## src/rtl/irq_pend_pkg.sv

```systemverilog
package irq_pend_pkg;
  typedef enum logic {
    CFG_VECTOR = 1'b0,
    CFG_ENABLE = 1'b1
  } cfg_sel_e;
endpackage

```

## src/rtl/irq_cfg_regs.sv

```systemverilog
module irq_cfg_regs
  import irq_pend_pkg::*;
#(
  parameter int VEC_W = 16
) (
  input  logic             clk,
  input  logic             rst_n,
  input  logic             we,
  input  logic             sel,
  input  logic [VEC_W-1:0] wdata,
  output logic [VEC_W-1:0] loc_vec,
  output logic             loc_en
);
  always_ff @(posedge clk) begin
    if (!rst_n) begin
      loc_vec <= '0;
      loc_en  <= 1'b0;
    end else if (we) begin
      if (cfg_sel_e'(sel) == CFG_VECTOR) loc_vec <= wdata;
      else                               loc_en  <= wdata[0];
    end
  end
endmodule

```

## src/rtl/irq_local_flag.sv

```systemverilog
module irq_local_flag #(
  parameter int N_SRC = 4
) (
  input  logic             clk,
  input  logic             rst_n,
  input  logic [N_SRC-1:0] err_src,
  input  logic             clr,
  output logic             pend
);
  logic any_err;
  assign any_err = |err_src;

  always_ff @(posedge clk) begin
    if (!rst_n) pend <= 1'b0;
    else        pend <= (pend & ~clr) | any_err;
  end
endmodule

```

## src/rtl/irq_remote_slots.sv

```systemverilog
module irq_remote_slots #(
  parameter int N_RMT  = 4,
  parameter int VEC_W  = 16,
  parameter int SLOT_W = 2
) (
  input  logic                        clk,
  input  logic                        rst_n,
  input  logic                        in_valid,
  input  logic [SLOT_W-1:0]           in_slot,
  input  logic [VEC_W-1:0]            in_vec,
  output logic                        in_ready,
  input  logic [N_RMT-1:0]            clr_mask,
  output logic [N_RMT-1:0]            pend,
  output logic [N_RMT-1:0][VEC_W-1:0] vecs
);
  logic in_take;
  assign in_ready = ~pend[in_slot];
  assign in_take  = in_valid & in_ready;

  for (genvar s = 0; s < N_RMT; s++) begin : g_slot
    logic hit;
    assign hit = in_take && (in_slot == SLOT_W'(s));
    always_ff @(posedge clk) begin
      if (!rst_n) begin
        pend[s] <= 1'b0;
        vecs[s] <= '0;
      end else begin
        if (hit) begin
          pend[s] <= 1'b1;
          vecs[s] <= in_vec;
        end else if (clr_mask[s]) begin
          pend[s] <= 1'b0;
        end
      end
    end
  end
endmodule

```

## src/rtl/irq_prio_sel.sv

```systemverilog
module irq_prio_sel #(
  parameter int N_RMT  = 4,
  parameter int SLOT_W = 2
) (
  input  logic              loc_req,
  input  logic [N_RMT-1:0]  rmt_pend,
  output logic              any_req,
  output logic              win_local,
  output logic [SLOT_W-1:0] win_slot,
  output logic [N_RMT-1:0]  win_onehot
);
  always_comb begin
    win_slot = '0;
    for (int i = N_RMT - 1; i >= 0; i--) begin
      if (rmt_pend[i]) win_slot = SLOT_W'(i);
    end
  end

  assign win_local = loc_req;
  assign any_req   = loc_req | (|rmt_pend);

  for (genvar s = 0; s < N_RMT; s++) begin : g_oh
    assign win_onehot[s] = ~loc_req & rmt_pend[s] & (win_slot == SLOT_W'(s));
  end
endmodule

```

## src/rtl/irq_pend_ctrl.sv

```systemverilog
module irq_pend_ctrl #(
  parameter int N_RMT  = 4,
  parameter int N_SRC  = 4,
  parameter int VEC_W  = 16,
  parameter int SLOT_W = (N_RMT > 1) ? $clog2(N_RMT) : 1
) (
  input  logic              clk,
  input  logic              rst_n,
  input  logic [N_SRC-1:0]  err_src_i,
  input  logic              rmt_valid_i,
  output logic              rmt_ready_o,
  input  logic [SLOT_W-1:0] rmt_slot_i,
  input  logic [VEC_W-1:0]  rmt_vec_i,
  input  logic              cfg_we_i,
  input  logic              cfg_sel_i,
  input  logic [VEC_W-1:0]  cfg_wdata_i,
  output logic              irq_o,
  output logic [VEC_W-1:0]  vec_o,
  input  logic              ack_i,
  output logic              sts_req_o,
  output logic [SLOT_W-1:0] sts_node_o
);
  logic                        loc_vec_en;
  logic [VEC_W-1:0]            loc_vec;
  logic                        loc_en;
  logic                        loc_pend;
  logic [N_RMT-1:0]            rmt_pend;
  logic [N_RMT-1:0][VEC_W-1:0] rmt_vecs;
  logic                        any_req;
  logic                        win_local;
  logic [SLOT_W-1:0]           win_slot;
  logic [N_RMT-1:0]            win_onehot;
  logic                        ack_take;

  assign loc_vec_en = loc_pend & loc_en;
  assign ack_take   = ack_i & any_req;

  irq_cfg_regs #(.VEC_W(VEC_W)) u_cfg (
    .clk     (clk),
    .rst_n   (rst_n),
    .we      (cfg_we_i),
    .sel     (cfg_sel_i),
    .wdata   (cfg_wdata_i),
    .loc_vec (loc_vec),
    .loc_en  (loc_en)
  );

  irq_local_flag #(.N_SRC(N_SRC)) u_loc (
    .clk     (clk),
    .rst_n   (rst_n),
    .err_src (err_src_i),
    .clr     (ack_take & win_local),
    .pend    (loc_pend)
  );

  irq_remote_slots #(.N_RMT(N_RMT), .VEC_W(VEC_W), .SLOT_W(SLOT_W)) u_rmt (
    .clk      (clk),
    .rst_n    (rst_n),
    .in_valid (rmt_valid_i),
    .in_slot  (rmt_slot_i),
    .in_vec   (rmt_vec_i),
    .in_ready (rmt_ready_o),
    .clr_mask (win_onehot & {N_RMT{ack_take}}),
    .pend     (rmt_pend),
    .vecs     (rmt_vecs)
  );

  irq_prio_sel #(.N_RMT(N_RMT), .SLOT_W(SLOT_W)) u_sel (
    .loc_req    (loc_vec_en),
    .rmt_pend   (rmt_pend),
    .any_req    (any_req),
    .win_local  (win_local),
    .win_slot   (win_slot),
    .win_onehot (win_onehot)
  );

  assign irq_o = any_req;
  assign vec_o = win_local ? loc_vec : rmt_vecs[win_slot];

  always_ff @(posedge clk) begin
    if (!rst_n) begin
      sts_req_o  <= 1'b0;
      sts_node_o <= '0;
    end else begin
      sts_req_o  <= ack_take & ~win_local;
      sts_node_o <= win_slot;
    end
  end
endmodule

```

## config.mk

```make
export PLATFORM = sky130hd
export DESIGN_NAME = irq_pend_ctrl
export DESIGN_NICKNAME = d
export VERILOG_FILES = /design/src/rtl/irq_pend_pkg.sv /design/src/rtl/irq_cfg_regs.sv /design/src/rtl/irq_local_flag.sv /design/src/rtl/irq_remote_slots.sv /design/src/rtl/irq_prio_sel.sv /design/src/rtl/irq_pend_ctrl.sv
export SDC_FILE = /design/constraint.sdc
export NUM_CORES = 1
export LEC_CHECK = 0
export ABC_AREA = 1
export ABC_CLOCK_PERIOD_IN_PS = 5000
export CAP_MARGIN = 25
export CORE_MARGIN = 5
export CORE_UTILIZATION = 27
export CTS_CLUSTER_SIZE = 40
export DETAILED_ROUTE_END_ITERATION = 6
export HOLD_SLACK_MARGIN = 0.05
export SETUP_SLACK_MARGIN = 0.02
export SYNTH_ARGS = -nofsm -noshare
export SYNTH_HDL_FRONTEND = slang
export SYNTH_SLANG_ARGS = --single-unit
```

## constraint.sdc

```tcl
create_clock -name clk -period 5 [get_ports clk]
set_input_delay 1.25 -clock clk [delete_from_list [all_inputs] [get_ports clk]]
set_output_delay 1.25 -clock clk [all_outputs]
set_load 0.01 [all_outputs]
```

==> results.yml, run 1 <==
critical_path:
  path_common_cell: "clkdlybuf4s50_1"
  r2r_start: "u_rmt.pend[2]$_SDFFE_PN0P_"
  crit_fanout: 9
  critPathBufInv: 3
  worstPathRequired_ns: 3.75
  startpoint: "rmt_slot_i[0]"
  slowest_delay_ns: 0.66
  arrival_ns: 2.84
  cp-end-kind: "output pin"
  critPathLaunchType: "input port"
  critPathTopFamily: "buffers and inverters"
  crit_chain: "clkdlybuf4s50_1 -> inv_2 -> nand3_1 -> nand2_2 -> nor2_8 -> clkdlybuf4s50_1"
  cp_slowest_cell: "clkdlybuf4s50_1"
  critPathKind: "input port to output pin"
cts:
  h-tree-depth: 3
  holdBufCountCts: 0
  worstSkewPairLatency_ns: 0.34
  cts-resized-gates: 0
  clock-sinks: 89
  clkTransAtPathRegs_ns: 0.06
  post_cts_buffers: 0
  root_buffer: "clkbuf_16"
  cts_tree: "yes"
  clk_path_buf_depth: 2
  numCtsBuffers: 9
route:
  drc_errors: 0
  vias: 4337
  ant_nets: 0
  wl_per_cell_um: 12.6
  routed_via_density: 4.33
  firstDrtPassIters: 4
  wl_mm: 12.6
  initialDrtViolationCount: 310
final_layout:
  area_delta_synth_final_pct: 25.0
  stdcell_area_sq_mm: 0.00569
  diodes: 0
  layout_commonest_cell: "nand2_1"
  final_cell_mix: "160 x nand2_1, 147 x nor2_1, 129 x inv_1"
  final_layout_size_suffix_gt1_share_pct: 6.15
  fin_util_pct: 34.3
  nNetsFinal: 820
grt:
  grtUsageMet3_pct: 3.37
  grt_first_pass_wirelength_mm: 20.3
  grt_use_met1_pct: 18.3
  overflow: 0
  grt_max_degree: 46
  grt_use_total_pct: 12.9
  top_usage_layer: "met2"
  antenna_found_initial: 0
  grtUsageMet2_pct: 19.5
  grt_pass1_vias: 3845
floorplanning:
  die_y_um: 140
  die_area_sq_mm: 0.0196
  pin_count: 65
  core_sq_mm: 0.0166
  die_w_um: 140
  initial_core_util_pct: 27.5
  fp-row-count: 47
sta:
  slew_violations: 0
  slew-limit-headroom_pct: 38.1
  fmax_mhz: 244
  setup_viol: 0
  hold_viol_final: 0
  fin_worst_skew_ns: 0.00489
  worst_slack_ns: 0.908
  fin_crit_ns: 4.09
  fin_tns_setup_ns: 0
  tightest_slew_ns: 0.926
  fin_crit_sh_pct: 81.8
  rsz0062_at_grt: "no"
logic_synthesis:
  synth_nets: 772
  yosys_warnings: 0
  syn_inst: 728
  synth.distinct_cells: 26
  syn_area_per_cell_sq_um: 6.26
  ys_seq_area_share_pct: 39.1
  synth_area_sq_mm: 0.00456
  synth-seq-cells: 89
placed_design:
  postPlaceCellArea_sq_mm: 0.00538
  hpwl_mm: 8.32
  portBuffers: 64
  pre_cts_ws_ns: 0.878
  place_congestion: 0.775
power:
  pwr-share-comb_pct: 15.3
  post-layout-total-power_w: 0.00176
  switching_share_pct: 26.1
  power.density_mw_per_mm2: 309
  p_leak_nw: 2.75
  power_frac_seq_pct: 43.7
  power.switching_w: 0.000459
  pwr-share-clk_pct: 40.9
  internal_power_w: 0.00130
  vdd_drop_max_mv: 0.198
worst_hold_path:
  worstHoldStart: "u_loc.pend$_SDFF_PN0_"
  hp-class: "flop to flop"
run:
  max_cap_violations: 0
status:
  status: "complete, no violations"
final timing paths:
check / end / slack (ns) / depth (start not counted)
worst max-delay path: rmt_ready_o / 0.91 / 6
worst min-delay path: u_loc.pend$_SDFF_PN0_ / 0.47 / 2
worst max register to register: u_rmt.vecs[40]$_SDFFE_PN0P_ / 3.08 / 8
worst min register to register: u_loc.pend$_SDFF_PN0_ / 0.47 / 2
final cells by class:
cell class	count	area [sq um]
repair buffers	76	726
inverters	134	503
flip-flops and latches	89	1780
well taps	220	275
fillers	1834	10900
multi-input cells	466	2100
clock buffers	10	229
clock inverters	6	82.6
power groups by stage:
stage               registers (W)  clock network, W  logic (W)
CTS                      0.000768          0.000732   0.000272
floorplan                0.000779                 0   0.000160
global route             0.000773          0.000764   0.000305
detailed placement       0.000784                 0   0.000271
global placement         0.000783                 0   0.000270
finish                   0.000769          0.000719   0.000270
sequential cells by signal, summed over array words and instances (netlist names):
name           flops
u_loc.pend         1
u_cfg.loc_vec     16
u_cfg.loc_en       1
sts_node_o         2
u_rmt.vecs        64
u_rmt.pend         4
sts_req_o          1
worst min-delay path: stages (launching register included):
cell     delay, ns
dfxtp_1       0.31
nand2_1       0.06
a21oi_1       0.05
routing by layer:
layer	routed length, um	share of wire [%]
met1	6140	49
met2	5670	45
met3	665	5.3
met4	134	1.1
met5	0	0
metrics by stage:
stage          hold WS, ns  instances
2_1_floorplan        0.443        728
3_3_place_gp         0.459        985
3_5_place_dp         0.472        985
4_1_cts              0.482       1001
5_1_grt              0.515       1001
6_report             0.474       1001
synthesized netlist by cell type:
cell type / instances / area (sq um)
buf_2: 20 / 100
nor2_2: 3 / 18.8
nand3_1: 36 / 180
dfxtp_1: 89 / 1780
nor4_1: 1 / 6.26
nor2_1: 147 / 552
buf_4: 1 / 7.51
clkinv_1: 3 / 11.3
inv_2: 2 / 7.51
o21ai_0: 29 / 145
nor2_8: 1 / 20.0
nand4_1: 40 / 250
nand2_1: 160 / 601
nor3b_1: 1 / 7.51
clkbuf_1: 9 / 33.8
buf_1: 9 / 33.8
or2_2: 10 / 62.6
nand3_4: 2 / 35.0
nand2_2: 2 / 12.5
o31ai_1: 1 / 7.51
o21a_1: 1 / 7.51
inv_1: 129 / 484
o211ai_1: 2 / 15.0
nand3b_1: 10 / 75.1
a21oi_1: 19 / 95.1
o21ai_1: 1 / 5.00
cell families after synthesis:
kind of cell | synth area share, %
simple gates | 40.0
buf+inv | 14.9
flops | 39.1
compound gates | 6.04
(Power assumes the default switching activity.)
==> run 2, diff against run 1 <==
- ABC_CLOCK_PERIOD_IN_PS: 5000 -> 3400
- clock period: 5 -> 3.4 ns (I/O delays scaled with it)
==> run 2 against run 1 <==
Non-clock buffer count rose by 5. Global-route usage fell by 0.42 points. Flip-flop and latch count did not move. First-iteration DRC count fell by 22%. Via count fell by 0.51%. Power rose by 46%. Highest routed layer unchanged. Critical path depth rose by 2. Sequential share of layout area fell by 0.21 points. Largest power group unchanged.
==> results.yml, run 2 (synthesis results as in run 1) <==
status:
  status: "complete, no violations"
power:
  pwr-share-clk_pct: 40.2
  internal_power_w: 0.00190
  p_leak_nw: 2.78
  pwr-share-comb_pct: 15.6
  vdd_drop_max_mv: 0.235
  power_frac_seq_pct: 44.2
  power.density_mw_per_mm2: 446
  power.switching_w: 0.000655
  switching_share_pct: 25.6
final_layout:
  final_cell_mix: "159 x nand2_1, 147 x nor2_1, 129 x inv_1"
  nNetsFinal: 825
  multiInputGateArea_sq_mm: 0.00210
  largestRegisters: "u_rmt.vecs: 64 flops, u_cfg.loc_vec: 16 flops, u_rmt.pend: 4 flops"
  largest_reg_flops: 64
  layout_commonest_cell: "nand2_1"
  area_delta_synth_final_pct: 25.8
  fillCellCount: 1852
  final_layout_size_suffix_gt1_share_pct: 6.74
  diodes: 0
  stdcell_area_sq_mm: 0.00573
  seqCellArea_sq_mm: 0.00178
  regMostFlops: "u_rmt.vecs"
critical_path:
  worst-r2r-setup-slack_ns: 1.54
  cp-end-kind: "output pin"
  critPathBufInv: 3
  cp_slowest_cell: "dfxtp_1"
  critPathLaunchType: "flop"
  crit_chain: "nor2_2 -> o21ai_0 -> buf_4 -> nand3_1 -> nand3b_1 -> nand2_1 -> inv_1 -> clkdlybuf4s50_1"
  critPathTopFamily: "buffers and inverters"
  crit_cells: 8
  slowest_delay_ns: 0.62
  ff2ff_path_depth: 8
  regToRegEndpoint: "u_rmt.vecs[36]$_SDFFE_PN0P_"
  arrival_ns: 2.35
  crit_fanout: 13
  critPathKind: "flop to output pin"
  r2r_start: "u_rmt.pend[2]$_SDFFE_PN0P_"
  worstPathRequired_ns: 2.55
sta:
  slew_violations: 0
  fin_crit_ns: 3.20
  hold_viol_final: 0
  worst_slack_ns: 0.196
  slew-limit-headroom_pct: 43.6
  fin_tns_setup_ns: 0
  tightest_slew_ns: 0.846
  rsz0062_at_grt: "no"
  hold_slack_ns: 0.473
  setup_viol: 0
  fmax_mhz: 312
  fin_worst_skew_ns: 0.00253
  fin_crit_sh_pct: 94.2
floorplanning:
  pin_count: 65
  die_w_um: 140
  die_y_um: 140
  fp-row-count: 47
  die_area_sq_mm: 0.0196
  initial_core_util_pct: 27.5
  core_sq_mm: 0.0166
worst_hold_path:
  min_path_cells: 2
  min_to: "u_loc.pend$_SDFF_PN0_"
  worstHoldStart: "u_loc.pend$_SDFF_PN0_"
  hp-class: "flop to flop"
cts:
  h-tree-depth: 3
  holdBufCountCts: 0
  clkTransAtPathRegs_ns: 0.06
  clock-sinks: 89
  cts_tree: "yes"
  cts-resized-gates: 0
  root_buffer: "clkbuf_16"
  numCtsBuffers: 9
  clk_path_buf_depth: 2
  worstSkewPairLatency_ns: 0.33
  post_cts_buffers: 0
route:
  ant_nets: 0
  vias: 4315
  drc_errors: 0
  wl_per_cell_um: 12.2
  firstDrtPassIters: 5
  initialDrtViolationCount: 243
  routed_via_density: 4.29
  wl_mm: 12.3
placed_design:
  portBuffers: 64
  hpwl_mm: 8.19
  place_congestion: 0.778
  postPlaceCellArea_sq_mm: 0.00542
  pre_cts_ws_ns: 0.169
grt:
  top_usage_layer: "met2"
  grt_first_pass_wirelength_mm: 20.0
  antenna_found_initial: 0
  overflow: 0
  grt_max_degree: 81
  grtUsageMet2_pct: 19.6
  grtUsageMet3_pct: 3.14
  grt_use_total_pct: 12.5
  grt_pass1_vias: 3922
  grt_use_met1_pct: 17.2
run:
  max_cap_violations: 0
-- run 2: metal layers --
metal  part of all wire (%)  up-vias  routed length (um)
met4                    1.1        0                 133
met5                      0        -                   0
met2                     46       73                5620
met3                    4.2       10                 515
met1                     49     1907                6040
li1                       -     2325                   -
-- run 2: power by group through the flow --
stage               logic [W]  clock network (W)  registers, W
floorplan            0.000235                  0       0.00115
global placement     0.000401                  0       0.00115
detailed placement   0.000401                  0       0.00115
CTS                  0.000403            0.00106       0.00113
global route         0.000450            0.00110       0.00114
finish               0.000400            0.00103       0.00113
-- run 2: worst min-delay path, cell delays in order (launching register included) --
cell and delay (ns):
dfxtp_1 0.31, nand2_1 0.06, a21oi_1 0.05
-- run 2: worst max-delay path by stage --
stage,to,from
final,vec_o[9],u_rmt.pend[2]$_SDFFE_PN0P_
after global routing,vec_o[9],u_rmt.pend[2]$_SDFFE_PN0P_
after CTS,vec_o[9],u_rmt.pend[2]$_SDFFE_PN0P_
after detailed placement,rmt_ready_o,rmt_slot_i[0]
after global placement,rmt_ready_o,rmt_slot_i[0]
after floorplan,rmt_ready_o,rmt_slot_i[0]
-- run 2: metrics by stage --
stage / power, W / instances / utilization (%)
2_1_floorplan: 0.00138 / 728 / -
3_3_place_gp: 0.00155 / 990 / 32.7
3_5_place_dp: 0.00155 / 990 / 32.7
4_1_cts: 0.00259 / 1006 / 34.5
5_1_grt: 0.00269 / 1006 / 34.6
6_report: 0.00256 / 1006 / 34.6
-- run 2: final cells by class --
| type | instances | area share [%] |
|---|---|---|
| Sequential cell | 89 | 31.1 |
| Timing Repair Buffer | 81 | 13.3 |
| Clock buffer | 14 | 4.78 |
| Clock inverter | 2 | 0.611 |
| Inverter | 134 | 8.78 |
| Multi-Input combinational cell | 466 | 36.6 |
| Tap cell | 220 | 4.80 |
